## config.mk

```make
export PLATFORM = sky130hd
export DESIGN_NAME = sertx_idle
export DESIGN_NICKNAME = d
export VERILOG_FILES = /design/src/rtl/sertx_pkg.sv /design/src/rtl/sertx_hold.sv /design/src/rtl/sertx_shift.sv /design/src/rtl/sertx_idle.sv
export SDC_FILE = /design/constraint.sdc
export NUM_CORES = 1
export LEC_CHECK = 0
export ABC_CLOCK_PERIOD_IN_PS = 2000
export BUFFER_PORTS_ARGS = -buffer_cell sky130_fd_sc_hd__buf_2
export CORE_UTILIZATION = 51
export CTS_CLUSTER_SIZE = 24
export DETAILED_ROUTE_END_ITERATION = 8
export PLACE_DENSITY = 0.81
export SLEW_MARGIN = 10
export SYNTH_ARGS = -nofsm -noshare
export SYNTH_HDL_FRONTEND = slang
export SYNTH_SLANG_ARGS = --single-unit
export TNS_END_PERCENT = 1
```

## constraint.sdc

```tcl
create_clock -name clk -period 2 [get_ports clk]
set_clock_uncertainty 0.15 [all_clocks]
set_input_delay 0 -clock clk [delete_from_list [all_inputs] [get_ports clk]]
set_output_delay 0 -clock clk [all_outputs]
set_load 0.03 [all_outputs]
```

## src/rtl/sertx_pkg.sv

```systemverilog
package sertx_pkg;
    typedef enum logic [1:0] {
        ST_OFF    = 2'd0,
        ST_IDLECH = 2'd1,
        ST_READY  = 2'd2,
        ST_SEND   = 2'd3
    } tx_state_t;
endpackage

```

## src/rtl/sertx_hold.sv

```systemverilog
module sertx_hold #(
    parameter int DW = 9
) (
    input  logic          clk,
    input  logic          rst_n,
    input  logic          wr,
    input  logic [DW-1:0] wdata,
    input  logic          take,
    input  logic          drop,
    output logic [DW-1:0] data,
    output logic          empty
);
    always_ff @(posedge clk or negedge rst_n) begin
        if (!rst_n) begin
            data  <= '0;
            empty <= 1'b1;
        end else if (wr) begin
            data  <= wdata;
            empty <= 1'b0;
        end else if (take || drop) begin
            empty <= 1'b1;
        end
    end

    a_r5_write_fills: assert property (@(posedge clk) disable iff (!rst_n)
        wr |=> !empty);
endmodule

```

## src/rtl/sertx_shift.sv

```systemverilog
module sertx_shift #(
    parameter int FW = 11,
    parameter int CW = $clog2(FW + 1)
) (
    input  logic          clk,
    input  logic          rst_n,
    input  logic          load,
    input  logic [FW-1:0] pattern,
    input  logic [CW-1:0] last_idx,
    input  logic          step,
    output logic          ser_out,
    output logic          at_last
);
    logic [FW-1:0] sh;
    logic [CW-1:0] cnt;
    logic [CW-1:0] last;

    always_ff @(posedge clk or negedge rst_n) begin
        if (!rst_n) begin
            sh   <= '1;
            cnt  <= '0;
            last <= '0;
        end else if (load) begin
            sh   <= pattern;
            cnt  <= '0;
            last <= last_idx;
        end else if (step) begin
            sh  <= {1'b1, sh[FW-1:1]};
            cnt <= cnt + 1'b1;
        end
    end

    assign ser_out = sh[0];
    assign at_last = (cnt == last);
endmodule

```

## src/rtl/sertx_idle.sv

```systemverilog
module sertx_idle
    import sertx_pkg::*;
#(
    parameter int BASE_W = 8
) (
    input  logic            clk,
    input  logic            rst_n,
    input  logic            bit_tick,
    input  logic            tx_en,
    input  logic            mode9,
    input  logic            wr_strobe,
    input  logic [BASE_W:0] wr_data,
    output logic            tx_line,
    output logic            tx_oe,
    output logic            buf_empty
);
    localparam int DW = BASE_W + 1;
    localparam int FW = BASE_W + 3;
    localparam int CW = $clog2(FW + 1);

    tx_state_t       state, nxt;
    logic            load_frame, load_idle, drop, step;
    logic            saw_off, ser_out, at_last;
    logic [DW-1:0]   hold_data;
    logic [FW-1:0]   frame_pat, sh_pat;
    logic [CW-1:0]   len_last;

    sertx_hold #(.DW(DW)) u_hold (
        .clk(clk), .rst_n(rst_n), .wr(wr_strobe), .wdata(wr_data),
        .take(load_frame), .drop(drop), .data(hold_data), .empty(buf_empty)
    );

    assign len_last = mode9 ? CW'(FW - 1) : CW'(FW - 2);

    always_comb begin
        frame_pat    = '1;
        frame_pat[0] = 1'b0;
        if (mode9) frame_pat[DW:1] = hold_data;
        else       frame_pat[BASE_W:1] = hold_data[BASE_W-1:0];
    end

    assign sh_pat = load_frame ? frame_pat : '1;
    assign step   = bit_tick && (state == ST_IDLECH || state == ST_SEND) && !at_last;

    sertx_shift #(.FW(FW), .CW(CW)) u_shift (
        .clk(clk), .rst_n(rst_n), .load(load_frame || load_idle),
        .pattern(sh_pat), .last_idx(len_last), .step(step),
        .ser_out(ser_out), .at_last(at_last)
    );

    always_comb begin
        nxt        = state;
        load_frame = 1'b0;
        load_idle  = 1'b0;
        unique case (state)
            ST_OFF: begin
                if (bit_tick && tx_en) begin
                    nxt       = ST_IDLECH;
                    load_idle = 1'b1;
                end
            end
            ST_IDLECH: begin
                if (bit_tick && at_last) begin
                    if (!tx_en) nxt = ST_OFF;
                    else if (!buf_empty) begin
                        nxt        = ST_SEND;
                        load_frame = 1'b1;
                    end else nxt = ST_READY;
                end
            end
            ST_READY: begin
                if (!tx_en) nxt = ST_OFF;
                else if (bit_tick && !buf_empty) begin
                    nxt        = ST_SEND;
                    load_frame = 1'b1;
                end
            end
            ST_SEND: begin
                if (bit_tick && at_last) begin
                    if (!tx_en) nxt = ST_OFF;
                    else if (saw_off) begin
                        nxt       = ST_IDLECH;
                        load_idle = 1'b1;
                    end else if (!buf_empty) begin
                        nxt        = ST_SEND;
                        load_frame = 1'b1;
                    end else nxt = ST_READY;
                end
            end
            default: nxt = ST_OFF;
        endcase
    end

    assign drop = (nxt == ST_OFF) && (state != ST_OFF);

    always_ff @(posedge clk or negedge rst_n) begin
        if (!rst_n) begin
            state   <= ST_OFF;
            saw_off <= 1'b0;
        end else begin
            state <= nxt;
            if (load_frame)                     saw_off <= 1'b0;
            else if (state == ST_SEND && !tx_en) saw_off <= 1'b1;
        end
    end

    always_comb begin
        tx_oe   = (state != ST_OFF);
        tx_line = (state == ST_IDLECH || state == ST_SEND) ? ser_out : 1'b1;
    end

    a_r1_released_high: assert property (@(posedge clk) disable iff (!rst_n)
        !tx_oe |-> tx_line);
    a_r2_start_low: assert property (@(posedge clk) disable iff (!rst_n)
        load_frame |=> !tx_line);
    a_r2_hold_bit: assert property (@(posedge clk) disable iff (!rst_n)
        (state == ST_SEND && !bit_tick) |=> $stable(tx_line));
    a_r3_idle_high: assert property (@(posedge clk) disable iff (!rst_n)
        state == ST_IDLECH |-> tx_line);
    a_r5_load_empties: assert property (@(posedge clk) disable iff (!rst_n)
        (load_frame && !wr_strobe) |=> buf_empty);
    a_r10_quick_release: assert property (@(posedge clk) disable iff (!rst_n)
        (state == ST_READY && !tx_en) |=> !tx_oe);
endmodule

```

## Yosys cells after proc, flatten, opt, wreduce, memory -nomap -nowiden

Cells that the tools add are included.

- Bits in read-only memories: 0
- Logic and storage cells: 67
- Output and inout bits: 3
- Bits in writable memories: 0
- Input bits: 15
- Latch bits: 0
- Memories: 0
- Bits in registers: 32

- Eq/ne operators: 4
- Shift-type cells: 0
- Add/subtract/negate cells: 1
- Reductions and logical operators: 19
- Multipliers: 0
- Bitwise operators: 0
- Multiplexer cells: 36
- Magnitude comparators: 0
- Div/mod/pow operators: 0

Operators by type and width:

| cell | number |
|---|---|
| $mux W11 | 2 |
| $mux W1 | 19 |
| $mux W2 | 9 |
| $mux W10 | 1 |
| $mux W4 | 2 |
| $pmux W2 S4 | 1 |
| $reduce_bool A2 Y1 | 4 |
| $logic_and A1 B1 Y1 | 7 |
| $add A4 B1 Y4 const B | 1 |
| $eq A2 B2 Y1 const B | 2 |
| $eq A4 B4 Y1 | 1 |
| $logic_not A2 Y1 | 2 |
| $logic_not A1 Y1 | 3 |
| $logic_or A1 B1 Y1 | 3 |
| $pmux W1 S3 | 1 |
| $eq A2 B1 Y1 const B | 1 |
| $pmux W1 S2 | 1 |

## Depth between registers and ports, before layout

- Depth after elaboration: 10
- Mapped depth: 8
- Gate-level depth less buffers: 7

## By module

From an unflattened synthesis, not the netlist that was laid out.

- Cell total of the unflattened synthesis: 154
- Area total of the unflattened synthesis: 1767.9 um^2

Modules (own cells, without submodules):

| module | seq. area each (um^2) | area each (um^2) | cells an instance | times used |
|---|---|---|---|---|
| sertx_shift | 489.2 | 933.4 | 78 | 1 |
| sertx_idle | 75.1 | 427.9 | 54 | 1 |
| sertx_hold | 251.5 | 406.6 | 22 | 1 |

## Worst setup path after synthesis

Ideal clock, no wire load.

- Kind: reg2reg
- From: register state[0]
- To: register u_shift.last[1]
- Arrival time: 1.719 ns
- Period minus slack after synthesis: 1.994 ns
- Setup time: 0.125 ns
- Required time: 1.725 ns
- Buffers on the path: 0
- Stages on the path, launching flop included: 8
- Path slack: 0.006 ns
- Cells stage by stage: dfrtp_1 > inv_1 > ha_1 > and4bb_2 > o21ai_0 > o21a_1 > and2_4 > mux2_4

- Word-level cells in the longest chain between the ends: 3
- Elaborated cells between the ends (all ways): 7
- Those cells by class: eq/ne: 3; mux: 2; reduce/logical: 2

RTL lines:

| item | RTL line | source |
|---|---|---|
| start, declared | sertx_idle.sv:21 | `tx_state_t state, nxt;` |
| start signal, assigned | sertx_idle.sv:101 | `state <= nxt;` |
| $eq A2 B2 Y1, or another cell as far along | sertx_idle.sv:55 | `unique case (state)` |
| $pmux W1 S3 or $pmux W1 S2 (tied branches) | sertx_idle.sv:55 |  |
| $logic_or A1 B1 Y1 * | sertx_idle.sv:46 | `.clk(clk), .rst_n(rst_n), .load(load_frame \|\| load_idle),` |
| end signal, assigned | sertx_shift.sv:26 | `last <= last_idx;` |
| end, declared | sertx_shift.sv:16 | `logic [CW-1:0] last;` |

Mark *: on every way between the ends. The rest lies on a longest branch, timed or not.
A chain may end at the register's enable or synchronous reset.

## Worst setup path in the final report

- From: register state[1]
- To: register u_shift.last[1]

The elaborated chain is that of the path after synthesis.

==> impl_summary.md <==
Placement
The area after detailed placement is between 0.0015 and 0.002 mm2. The HPWL after detailed placement is between 2 and 2.5 mm. The congestion estimate from routability-driven global placement came to ~0.94.

Before CTS, the worst setup slack after placement is -0.0520 ns. The count of buffers from port buffering is 17.

Yosys
The library cell occupying the most area in the post-synthesis netlist is dfrtp_1. The commonest cells after synthesis are dfrtp_1, nor2_1, a21oi_1, dfstp_2. The distinct cell type count of the synthesized netlist is 43. The synthesis warning total is 0.

The number of synthesized flops with an enable pin is 0. Synthesis produced a netlist whose cell count is about 140. Each instance of the synthesized netlist takes up on average about 11 um2. By instance count, the leading cell after synthesis is dfrtp_1. The post-synthesis register bit count is 30. Sequential elements use a little under half of the synthesized area. The cell area that synthesis handed to floorplanning was 0.00160 mm2. The fraction of post-synthesis cell area in the top cell type by area is 29.8%.

The fraction of registers with async set/reset is 100%. The most common flop cell mapped by yosys is dfrtp_1. By area the synthesized netlist is led by dfrtp_1, dfstp_2, mux2_2. When the netlist entered floorplanning its net count stood at 165.

Cells and area
The area growth from synthesis to layout is 36.2%. The end-of-flow core utilization is about three quarters. Summing all non-filler instances in the final layout gives an area of roughly 0.0022 mm2. In the final layout, the multi-input gates occupy a little over 800 um2. The number of inserted filler cells in the final layout is between 150 and 200. Across the whole layout, storage elements account for 767 um2. The post-route netlist has between 30 and 40% of its cells at a drive strength greater than 1.

For this run, the post-layout net count is 222. The antenna cell count is 0.

Power
The analysis attributes to net switching a power of a little over 1 mW. Of the total power, the clock network draws between 10% and 20%. The maximum ir drop on the vdd rail is 0.697 mV.

The proportion of total power due to net switching is between 30% and 40%. The portion of total power attributed to combinational logic is 47.7%. The leakage power of the design is around 1 nW. The power per standard cell area is roughly 1200 mW/mm2. Overall power consumption after layout is estimated at roughly 2.7 mW.

Internal power comes to 1.66 mW. The share of total power in sequential cells is 38.2%.

Setup path
The biggest cell delay along the critical path is roughly 0.44 ns. In this run the critical register-to-register path is captured at u_shift.last[1]$_DFFE_PN0N_. The library cell contributing the largest single delay on the critical path is dfrtp_2.

In this run the critical register-to-register path is launched from state[1]$_DFF_PN0_. The required time reported for the critical path endpoint is 2.08 ns. Across all register-to-register paths, the minimum setup slack is -0.04 ns.

The startpoint type of the worst setup path is a flop. The largest fanout on the critical path is 7. The critical path is of the flop to flop type. Data on the critical path arrives at its endpoint at approximately 2.1 ns. The worst setup path startpoint is state[1]$_DFF_PN0_. The worst register-to-register path has a depth of 6. Walking the worst path, the cells encountered are ha_4 > and3b_1 > a41oi_1 > or3_1 > and2_4 > mux2_4. STA classifies the critical path endpoint as a flop.

Global routing
The maximum number of pins on one net before global-route repair is 31. The via count of the first global-routing pass is around 1300. In the global route stage, overall resource usage came out at 24.4%. The number of antenna violations at the first check in global routing is 0.

The global-route wire length before repair is approximately 6.0 mm. Global routing finished with a remaining overflow of 0.

Worst hold path
The class of the most critical hold timing path is input port to asynchronous set/reset pin.

Timing
The final number of hold-violating endpoints is 0. For the finished layout, the period the worst path requires is roughly 2 ns. The transition time at the pin with the least slew margin is 0.641 ns.

The count of final setup violators is 2. The final worst setup slack is -0.0374 ns. The maximum achievable frequency is 491 MHz.

The remaining max-slew budget at the tightest pin is between 50 and 60%. The max-slew violation total from the final report is 0. The worst path uses 102% of the clock period. Setup repair after global routing could not meet its margin everywhere.

Setup total negative slack on the finished layout was measured at -0.0606 ns.

Detailed routing
The first detailed-routing pass ran for 7 iterations. The number of antenna-violating nets in the routed design is 0. The final routed DRC violation total is 2.

The final layout contains routed wiring with a total length of about 3.7 mm. The first-iteration detailed-routing DRC count is 75. The wire length per cell is ~16 um.

The final route contains about 1300 vias. The vias per cell is about 5.6.

Die
The floorplan step defined a core boundary enclosing 0.00285 mm2. The number of rows in the core area is 19. The I/O pin count is 18. The height of the chip is between 50 and 60 um. The initial utilization of the core area, before any placement, comes to around 56%. The horizontal die dimension is between 50 and 60 um. The die covers about 0.0034 mm2.

Run status
The run finished, with violations left. The checks that failed: design-rule violations, negative setup slack.

Clock network
In this run the number of H-tree levels came out at 2. Clock-pin slew was measured on the worst setup and hold paths at 0.10 ns. The library cell used as clock root buffer is clkbuf_4. TritonCTS built the clock tree. Counting every sink on the clock net gives 30. Counting the buffers created by CTS gives 5. The longest clock path from root to sink contains 2 buffers.

For the worst-skew pair, the clock arrives at the later sink with an insertion delay of roughly 0.33 ns.

Run
Across the run, the number of max-cap violations was 0.
final cells by class:
| cell class | count | area share [%] |
|---|---|---|
| Tap cell | 31 | 1.78 |
| Multi-Input combinational cell | 103 | 38.0 |
| Inverter | 7 | 1.44 |
| Sequential cell | 30 | 35.3 |
| Timing Repair Buffer | 54 | 20.8 |
| Clock buffer | 7 | 2.53 |
| Clock inverter | 1 | 0.230 |
layout by cell type (no fill, tap or decap), types with 2 or more instances in the layout:
master / Yosys / layout
ha_1: 6 / 4
buf_4: 0 / 10
ha_4: 0 / 2
inv_4: 0 / 2
inv_1: 7 / 5
nand4_1: 3 / 3
buf_12: 0 / 2
a21oi_1: 11 / 10
buf_2: 2 / 17
dlygate4sd3_1: 0 / 24
dfrtp_1: 19 / 17
mux2_2: 9 / 9
nor2b_1: 3 / 3
nand2_1: 9 / 7
dfstp_2: 11 / 11
xnor2_2: 3 / 3
o21bai_1: 2 / 2
nor2_1: 15 / 15
xor2_1: 2 / 2
nand3_1: 2 / 2
dfrtp_2: 0 / 2
mux2i_1: 9 / 9
clkbuf_4: 0 / 5
o21ai_0: 4 / 3
worst max-delay path by stage:
| stage | endpoint | slack (ns) |
|---|---|---|
| floorplan | u_shift.last[1]$_DFFE_PN0N_ | 0.006 |
| global route | u_shift.last[1]$_DFFE_PN0N_ | -0.09 |
| CTS | u_shift.last[1]$_DFFE_PN0N_ | 0.004 |
| detailed placement | u_shift.last[0]$_DFFE_PN0N_ | -0.05 |
| global placement | u_shift.last[1]$_DFFE_PN0N_ | 0.02 |
| finish | u_shift.last[1]$_DFFE_PN0N_ | -0.04 |
state kept, by name, summed over array words and instances, names as in the netlist:
signal / flops
u_hold.empty: 1
u_shift.sh: 10
state: 2
u_shift.cnt: 4
saw_off: 1
u_shift.last: 3
u_hold.data: 9
power groups by stage:
| stage | logic [mW] | clock network, mW | registers, mW |
|---|---|---|---|
| 6_report | 1.29 | 0.380 | 1.03 |
| 5_1_grt | 1.39 | 0.414 | 1.04 |
| 4_1_cts | 1.23 | 0.395 | 1.01 |
| 3_5_place_dp | 1.14 | 0 | 1.01 |
| 3_3_place_gp | 1.09 | 0 | 0.989 |
| 2_1_floorplan | 0.785 | 0 | 0.982 |
logic make-up (layout without fill, tap and decap cells):
group	after synthesis	count (layout)	share of synthesized area (%)
simple gates	43	43	14.0
flops	30	30	47.9
mux	19	19	12.9
buf+inv	11	69	3.21
xor+xnor	6	6	4.70
fa+ha+maj	6	6	4.70
compound gates	29	29	12.5
metal layers:
metal	global-route usage, %	up-vias	share of wire (%)
met1	28.0	645	40
li1	-	621	-
met2	42.4	37	53
met5	0	-	0
met3	5.58	9	4.3
met4	12.6	0	2.2
what timing repair did:
item                                    in CTS  in global routing
setup buffers                                2                  1
gates resized for setup                      9                  9
hold endpoints to repair                    47                  0
pin swaps                                    3                  4
hold buffers                                24                  0
endpoints found under the setup margin       9                 12
metrics by stage:
stage,hold WS [ns],instances
after floorplan,-0.446,144
after global placement,-0.100,198
after detailed placement,-0.0881,198
after CTS,0.0718,232
after global routing,0.132,233
final,0.0677,233
critical path, delay by kind of cell, from the launching register on:
| kind | cells | cell delay [ns] |
|---|---|---|
| AO/OA/AOI/OAI | 1 | 0.13 |
| adder cells (fa/ha/maj) | 1 | 0.18 |
| AND/OR/NAND/NOR | 3 | 0.75 |
| multiplexers | 1 | 0.29 |
| flip-flops | 1 | 0.44 |
No activity file was read; power rests on OpenSTA's default activity.
